==> config.mk <==
export PLATFORM = sky130hd
export DESIGN_NAME = pci_irq_router
export DESIGN_NICKNAME = d
export VERILOG_FILES = /design/src/rtl/pirq_route_pkg.sv /design/src/rtl/pirq_link_store.sv /design/src/rtl/pirq_route_regs.sv /design/src/rtl/pirq_irq_merge.sv /design/src/rtl/pci_irq_router.sv
export SDC_FILE = /design/constraint.sdc
export NUM_CORES = 1
export LEC_CHECK = 0
export ABC_CLOCK_PERIOD_IN_PS = 2100
export BUFFER_PORTS_ARGS = -buffer_cell sky130_fd_sc_hd__buf_4
export CAP_MARGIN = 25
export CORE_AREA = 4 4 56 109
export DETAILED_ROUTE_END_ITERATION = 8
export DIE_AREA = 0 0 60 113
export PLACE_DENSITY = 0.78
export SLEW_MARGIN = 20
export SYNTH_ARGS = -nofsm -noshare
export SYNTH_HDL_FRONTEND = slang
export SYNTH_SLANG_ARGS = --single-unit
==> constraint.sdc <==
create_clock -name clk -period 2.1 [get_ports clk]
set_input_delay 0.42 -clock clk [delete_from_list [all_inputs] [get_ports clk]]
set_output_delay 0.42 -clock clk [all_outputs]
set_load 0.03 [all_outputs]
==> src/rtl/pirq_route_pkg.sv <==
package pirq_route_pkg;

    localparam int LINK_COUNT = 4;
    localparam int ROUTE_W    = 8;
    localparam int DEVFN_W    = 8;

    typedef logic [1:0]         link_idx_t;
    typedef logic [ROUTE_W-1:0] route_t;

    localparam route_t ROUTE_OFF = 8'h80;

    typedef struct packed {
        logic               valid;
        logic [DEVFN_W-1:0] devfn;
        logic [1:0]         pin;
        logic               level;
    } pin_event_t;

    typedef struct packed {
        logic               we;
        logic [7:0]         addr;
        route_t             data;
    } route_wr_t;

    // slot rotation: device number low bits added to the pin, minus one
    function automatic link_idx_t swizzle(logic [DEVFN_W-1:0] devfn, logic [1:0] pin);
        link_idx_t dev_lo;
        dev_lo = devfn[4:3];
        return pin + dev_lo - 2'd1;
    endfunction

    function automatic route_t preset_route(int link);
        return (link < 2) ? route_t'(10) : route_t'(11);
    endfunction

endpackage

==> src/rtl/pirq_link_store.sv <==
module pirq_link_store
    import pirq_route_pkg::*;
(
    input  logic                  clk,
    input  logic                  rst,
    input  pin_event_t            ev,
    output logic [LINK_COUNT-1:0] link_lvl
);

    link_idx_t ev_link;

    always_comb ev_link = swizzle(ev.devfn, ev.pin);

    always_ff @(posedge clk) begin
        if (rst) begin
            link_lvl <= '0;
        end else if (ev.valid) begin
            link_lvl[ev_link] <= ev.level;
        end
    end

    // the addressed link takes the event level
    a_r3_capture_level: assert property (@(posedge clk) disable iff (rst)
        ev.valid |=> link_lvl[$past(ev_link)] == $past(ev.level));

    for (genvar i = 0; i < LINK_COUNT; i++) begin : g_hold
        // links not addressed by the event keep their level
        a_r2_other_links_hold: assert property (@(posedge clk) disable iff (rst)
            !(ev.valid && ev_link == link_idx_t'(i)) |=> $stable(link_lvl[i]));
    end

endmodule

==> src/rtl/pirq_route_regs.sv <==
module pirq_route_regs
    import pirq_route_pkg::*;
#(
    parameter bit RESET_PRESET = 1'b0,
    parameter int ROUTE_BASE   = 8'h60
) (
    input  logic                           clk,
    input  logic                           rst,
    input  route_wr_t                      wr,
    output route_t [LINK_COUNT-1:0]        routes
);

    localparam int ROUTE_LAST = ROUTE_BASE + LINK_COUNT - 1;

    for (genvar i = 0; i < LINK_COUNT; i++) begin : g_route
        localparam logic [7:0] SLOT_ADDR = 8'(ROUTE_BASE + i);
        localparam route_t     RST_VAL   = RESET_PRESET ? preset_route(i) : ROUTE_OFF;

        always_ff @(posedge clk) begin
            if (rst) begin
                routes[i] <= RST_VAL;
            end else if (wr.we && wr.addr == SLOT_ADDR) begin
                routes[i] <= wr.data;
            end
        end
    end

    // writes outside the route window leave every route alone
    a_r4_foreign_write_ignored: assert property (@(posedge clk) disable iff (rst)
        (!wr.we || int'(wr.addr) < ROUTE_BASE || int'(wr.addr) > ROUTE_LAST)
        |=> $stable(routes));

    // reset value of the routes follows the variant parameter
    a_r9_reset_routes: assert property (@(posedge clk)
        rst |=> (RESET_PRESET ? (routes[0] == route_t'(10) && routes[3] == route_t'(11))
                              : (routes[0] == ROUTE_OFF && routes[3] == ROUTE_OFF)));

endmodule

==> src/rtl/pirq_irq_merge.sv <==
module pirq_irq_merge
    import pirq_route_pkg::*;
#(
    parameter int NUM_IRQ = 16
) (
    input  logic                    clk,
    input  logic                    rst,
    input  logic [LINK_COUNT-1:0]   link_lvl,
    input  route_t [LINK_COUNT-1:0] routes,
    output logic [NUM_IRQ-1:0]      irq_q
);

    localparam int IW = (NUM_IRQ > 1) ? $clog2(NUM_IRQ) : 1;

    logic [NUM_IRQ-1:0] hit;

    for (genvar j = 0; j < NUM_IRQ; j++) begin : g_irq
        always_comb begin
            hit[j] = 1'b0;
            for (int p = 0; p < LINK_COUNT; p++) begin
                if (link_lvl[p] && routes[p] == route_t'(j)) begin
                    hit[j] = 1'b1;
                end
            end
        end
    end

    always_ff @(posedge clk) begin
        if (rst) begin
            irq_q <= '0;
        end else begin
            irq_q <= hit;
        end
    end

    // outputs quiet right after reset
    a_r1_reset_quiet: assert property (@(posedge clk) rst |=> irq_q == '0);

    // never more outputs lit than there are links
    a_r5_bounded_fanout: assert property (@(posedge clk) disable iff (rst)
        $countones(irq_q) <= LINK_COUNT);

    for (genvar p = 0; p < LINK_COUNT; p++) begin : g_link_chk
        // a high, enabled link lights its target on the next cycle
        a_r6_link_drives_target: assert property (@(posedge clk) disable iff (rst)
            (link_lvl[p] && int'(routes[p]) < NUM_IRQ)
            |=> irq_q[$past(routes[p][IW-1:0])]);
    end

endmodule

==> src/rtl/pci_irq_router.sv <==
module pci_irq_router
    import pirq_route_pkg::*;
#(
    parameter int NUM_IRQ      = 16,
    parameter bit RESET_PRESET = 1'b0,
    parameter int ROUTE_BASE   = 8'h60
) (
    input  logic               clk,
    input  logic               rst,
    input  logic               pin_valid,
    input  logic [7:0]         pin_devfn,
    input  logic [1:0]         pin_num,
    input  logic               pin_level,
    input  logic               cfg_we,
    input  logic [7:0]         cfg_addr,
    input  logic [7:0]         cfg_wdata,
    output logic [NUM_IRQ-1:0] irq_out
);

    pin_event_t              ev;
    route_wr_t               wr;
    logic [LINK_COUNT-1:0]   link_lvl;
    route_t [LINK_COUNT-1:0] routes;

    always_comb begin
        ev.valid = pin_valid;
        ev.devfn = pin_devfn;
        ev.pin   = pin_num;
        ev.level = pin_level;
        wr.we    = cfg_we;
        wr.addr  = cfg_addr;
        wr.data  = cfg_wdata;
    end

    pirq_link_store u_store (
        .clk      (clk),
        .rst      (rst),
        .ev       (ev),
        .link_lvl (link_lvl)
    );

    pirq_route_regs #(
        .RESET_PRESET (RESET_PRESET),
        .ROUTE_BASE   (ROUTE_BASE)
    ) u_routes (
        .clk    (clk),
        .rst    (rst),
        .wr     (wr),
        .routes (routes)
    );

    pirq_irq_merge #(
        .NUM_IRQ (NUM_IRQ)
    ) u_merge (
        .clk      (clk),
        .rst      (rst),
        .link_lvl (link_lvl),
        .routes   (routes),
        .irq_q    (irq_out)
    );

    // with no event and no write, the output settles and holds
    a_r8_quiet_holds: assert property (@(posedge clk) disable iff (rst)
        (!pin_valid && !cfg_we) ##1 (!pin_valid && !cfg_we) |=> $stable(irq_out));

endmodule

# Yosys cells after proc, flatten, opt, wreduce, memory -nomap -nowiden
# Cells that the tools add are included.
[word_totals] input_bits=31 output_inout_bits=16 wordCells=214 register_bits=52
[classes] addsub=2 n_lt_le_gt_ge=2 n_reduce_logical=73 eq_ne=64 n_mux=67
[ops] op="$eq A8 B4 Y1 const B" count=32
[ops] op="$eq A8 B3 Y1 const B" count=16
[ops] op="$logic_and A1 B1 Y1" count=69
[ops] op="$mux W1" count=65
[ops] op="$eq A8 B2 Y1 const B" count=8
[ops] op="$eq A8 B1 Y1 const B" count=4
[ops] op="$eq A8 B7 Y1 const B" count=4
[ops] op="$logic_not A8 Y1" count=4
[ops] op="$bwmux W4" count=1
[ops] op="$lt A2 B3 Y1 const B" count=1
[ops] op="$add A2 B2 Y2" count=1
[ops] op="$demux W1 S2" count=1
[ops] op="$ge A2 B1 Y1 const B" count=1
[ops] op="$sub A2 B1 Y2 const B" count=1

# Depth between registers and ports, before layout
[logic_depth] depth_word=7 depth_mapped=6 mapped_depth_nobuf=6

# Modules after synthesis
# A second synthesis with hierarchy kept.
[unflattened] cells_unflattened=266 hier_area_um2=2575.0
[modules_own_cells] mod="pirq_route_regs" seq_area_each_um2=640.6 area_each_um2=1330.0 instances=1 cells_each=117
[modules_own_cells] mod="pirq_irq_merge" seq_area_each_um2=320.3 area_each_um2=1024.7 instances=1 cells_each=127
[modules_own_cells] mod="pirq_link_store" seq_area_each_um2=80.1 area_each_um2=220.2 instances=1 cells_each=22

# Worst setup path after synthesis
# OpenSTA, ideal clock, no wires.
[synth_timing] path_kind="input to register" startpoint="input cfg_addr[3]" endpoint="register u_routes.routes[24] (netlist bit)" path_buffers=1 required_ns=1.972 slack_ns=0.363 arrival_time_ns=1.609 cell_stages=5 setup_ns=0.128 path_cell_list="or4b_4 or3_1 buf_6 mux2i_1 nor2_1"
[synth_between] elab_chain_len=2
[synth_rtl] item="from (decl)" line_no="pci_irq_router.sv:15" text="input logic [7:0] cfg_addr,"
[synth_rtl] item="$eq A8 B7 Y1" line_no="pirq_route_regs.sv:22" text="end else if (wr.we && wr.addr == SLOT_ADDR) begin"
[synth_rtl] item="$logic_and A1 B1 Y1" line_no="pirq_route_regs.sv:22"
[synth_rtl] item="to (signal, indexed assignment)" line_no="pirq_route_regs.sv:23" text="routes[i] <= wr.data;"
[synth_rtl] item="to (decl)" line_no="pirq_route_regs.sv:10" text="output route_t [LINK_COUNT-1:0] routes"
# Every way passes these cells.
# A chain may end at the register's enable or synchronous reset.

# Final worst setup path
[layout_timing] startpoint="register u_routes.routes[4] (netlist bit)" endpoint="register u_merge.irq_q[11]"
[layout_between] elab_chain_len=6
[layout_rtl] item="$eq A8 B4 Y1" line_no="pirq_irq_merge.sv:21" text="if (link_lvl[p] && routes[p] == route_t'(j)) begin"
[layout_rtl] item="$logic_and A1 B1 Y1" line_no="pirq_irq_merge.sv:21"
[layout_rtl] item="$mux W1 (4 in a row)" line_no="pirq_irq_merge.sv:21"
[layout_rtl] item="to (signal assigned)" line_no="pirq_irq_merge.sv:32" text="irq_q <= hit;"
[layout_rtl] item="to (decl)" line_no="pirq_irq_merge.sv:10" text="output logic [NUM_IRQ-1:0] irq_q"
# Every way passes these cells.

==> results.md <==
## Status
- result of the run: complete, no violations

## Worst hold path
- hold path startpoint: cfg_wdata[3]
- worst min-delay path class: input port to flip-flop
- number of instances on the worst hold path: 3

## Synth
- Mapped Area: 2331 um^2
- Synthesized Nets: 282
- fraction of the yosys area taken by sequential cells: 44.66%
- synthesized area divided by synthesized cell count: 9.324 um^2
- Netlist cell types: 35
- register bit count reported by yosys: 52
- gate count after technology mapping: 250
- Synth Warn #: 0

## Cells and area
- fraction of layout instances using a drive strength above 1: 19.73%
- number of nets in the layout: 327
- post-layout util: 52.80%
- final antenna diode count: 0
- most frequent standard cell in the layout excluding fill and tap cells: sky130_fd_sc_hd__dfxtp_1
- final cell count without fillers: 354
- sequential cell area: 1041 um^2
- design area: 2811 um^2
- Multi-input gate area: 1236 um^2
- synthesis-to-finish area growth: 20.61%
- most used cells in the layout excluding fill and tap cells: 52 x sky130_fd_sc_hd__dfxtp_1, 46 x sky130_fd_sc_hd__buf_4, 43 x sky130_fd_sc_hd__nor2_1, 31 x sky130_fd_sc_hd__mux2i_1, 26 x sky130_fd_sc_hd__a22oi_1
- number of fill cells in the layout: 511

## Global routing
- total grt overflow: 0
- maximum number of pins on one net before global-route repair: 56
- first-pass GRT wire length: 9563 um
- number of antenna violations at the first check in global routing: 0
- Overall Global Routing Usage: 18.32%
- vias in the first global route: 2095

## Floorplanning
- effective utilization at floorplan: 43.77%
- area enclosed by the die boundary: 6780 um^2
- die height: 113 um
- Boundary Pins: 47
- Die Wd: 60 um
- number of rows in the core area: 38
- core area: 5325 um^2

## Pwr
- Psw: 0.3606 mW
- largest vdd supply drop: 540.4 uV
- Sw Ratio: 20.70%
- total power density per cell area: 619.5 nW/um^2
- Logic pwr share: 5.9%
- Internal Pwr Total: 1.381 mW
- overall power: 1.742 mW
- register share of total power: 57.1%
- clock power share: 37.0%
- Leak: 1.137 nW

## Critical path
- kind of launch point of the worst setup path: flip-flop
- worst reg2reg path endpoint: u_merge.irq_q[11]
- Max Fanout on Critical Path: 4
- origin of the critical flop-to-flop path: u_routes.routes[4]
- category of the worst setup path capture point: flip-flop
- capturing element of the worst setup path: u_merge.irq_q[11]
- worst setup slack for register-to-register paths: 190 ps
- arrival time of the worst setup path: 2130 ps
- reg2reg path depth: 4
- Req. time, crit path: 2320 ps
- worst setup path class: flip-flop to flip-flop
- worst setup path startpoint: u_routes.routes[4]

## Clocking
- cell chosen for the clock root: sky130_fd_sc_hd__clkbuf_8
- Clock Path Buffers: 2
- clock buffer count from CTS: 5
- insertion delay of the later-clocked pin in the worst-skew pair: 310 ps
- Resize count post-CTS: 0
- total setup buffers inserted after CTS: 0
- H-tree depth reported by CTS: 2
- Clock Pin Slew Worst Setup and Hold Paths: 90 ps
- TritonCTS clock tree: done
- CTS Hold Bufs: 0
- clk sinks: 52

## Route
- drt pass-1 iters: 4
- number of vias per cell: 5.876
- Iteration-0 DRC Markers: 72
- WL per Instance: 16.56 um
- number of DRC violations after detailed routing: 0
- vias after detailed routing: 2080
- total detailed-routing wirelength: 5862 um
- ANT nets after route: 0

## Placement
- Post-Place Cell Area: 2713 um^2
- Buffers on Ports: 40
- hpwl dp: 4435 um
- Placed Instances: 348
- Final GP Congestion: 0.8314

## STA
- final-report hold violation count: 0
- setup TNS after final layout: 0 ps
- FMAX: 522.7 MHz
- count of pins over their slew limit: 0
- setup repair after global routing missed its margin: false
- Relative slew margins: 52.94%
- shortest clock period the worst path allows after layout: 1913 ps
- Final period util: 91.09%
- slew at the pin closest to its max-slew limit: 699.5 ps
- final setup fails: 0
- clock tree skew after final layout: 7.656 ps

## Run
- total of max-cap violations: 0

worst min-delay path by stage:
stage / slack (ps) / to
after CTS: 380 / u_routes.routes[11]
after detailed placement: 480 / u_routes.routes[5]
final: 370 / u_routes.routes[11]
after global routing: 380 / u_routes.routes[8]
after floorplan: 450 / u_routes.routes[4]
after global placement: 470 / u_routes.routes[6]
through the flow:
| step | setup WS, ps | hold WS, ps |
|---|---|---|
| floorplan | 363.5 | 451.8 |
| finish | 187.0 | 373.8 |
| global route | 38.74 | 378.6 |
| CTS | 211.3 | 375.2 |
| global placement | 86.40 | 467.9 |
| detailed placement | 33.53 | 480.0 |
area by class of cell:
class	count	share of cell area, %
Sequential cell	52	37.03
Clock buffer	5	2.448
Clock inverter	1	1.068
Multi-Input combinational cell	186	43.97
Timing Repair Buffer	46	12.28
Tap cell	60	2.670
Inverter	4	0.5340
cell usage after synthesis, drive strengths merged:
cell type   n  area [um^2]
ha          1        12.51
dfxtp      52         1041
a22oi      26        195.2
a21oi      19        95.09
and3        3        18.77
or4b        1        13.76
nor4        6        37.54
a31oi       2        12.51
inv         4        15.01
and3b       1        8.760
nor2b       4        25.02
nand3b      1        7.510
or3         2        17.52
a32oi       4        35.03
nor4b       1        15.01
nand3       6        30.03
nor3b       7        52.55
mux2i      31        310.3
o21ai       1        5.000
clkbuf      3        11.26
nand2       9        33.78
or3b        1        11.26
or4         3        26.27
nor3        8        51.30
nor2       43        161.4
xnor3       1        22.52
buf         5        27.52
nand4b      1        8.760
and4b       1        10.01
nand2b      3        18.77
flip-flops by register name, summed over array words and instances, names as in the netlist:
| signal | flops |
|---|---|
| u_routes.routes | 32 |
| u_store.link_lvl | 4 |
| u_merge.irq_q | 16 |
routing by layer:
metal  up-vias  routed length, um  GRT usage (%)
met5         -                  0              0
met4         0                140          7.249
met3        15                331          3.767
met2        68               3194          31.65
met1       991               2196          21.17
li1       1006                  -              -
power groups by stage:
stage | clock network, mW | registers, mW | logic (mW)
detailed placement | 0 | 1.02 | 0.102
global placement | 0 | 1.02 | 0.0971
global route | 0.702 | 0.995 | 0.113
finish | 0.645 | 0.994 | 0.103
CTS | 0.662 | 0.994 | 0.102
floorplan | 0 | 1.02 | 0.0480
critical path, cell delays in order, from the launching register on:
cell	delay, ps
sky130_fd_sc_hd__dfxtp_1	310
sky130_fd_sc_hd__or4_1	620
sky130_fd_sc_hd__nor3b_1	530
sky130_fd_sc_hd__a22oi_1	140
sky130_fd_sc_hd__a21oi_1	220
kinds of logic (layout without fill, tap and decap cells):
group           count (synthesis)  after routing  share of synthesized area, %
compound gates                 52             52                         14.71
xor+xnor                        1              1                        0.9661
fa+ha+maj                       1              1                        0.5367
buf+inv                        12             56                         2.308
flops                          52             52                         44.66
mux                            31             31                         13.31
simple gates                  101            101                         23.51
No activity file was read; power rests on OpenSTA's default activity.
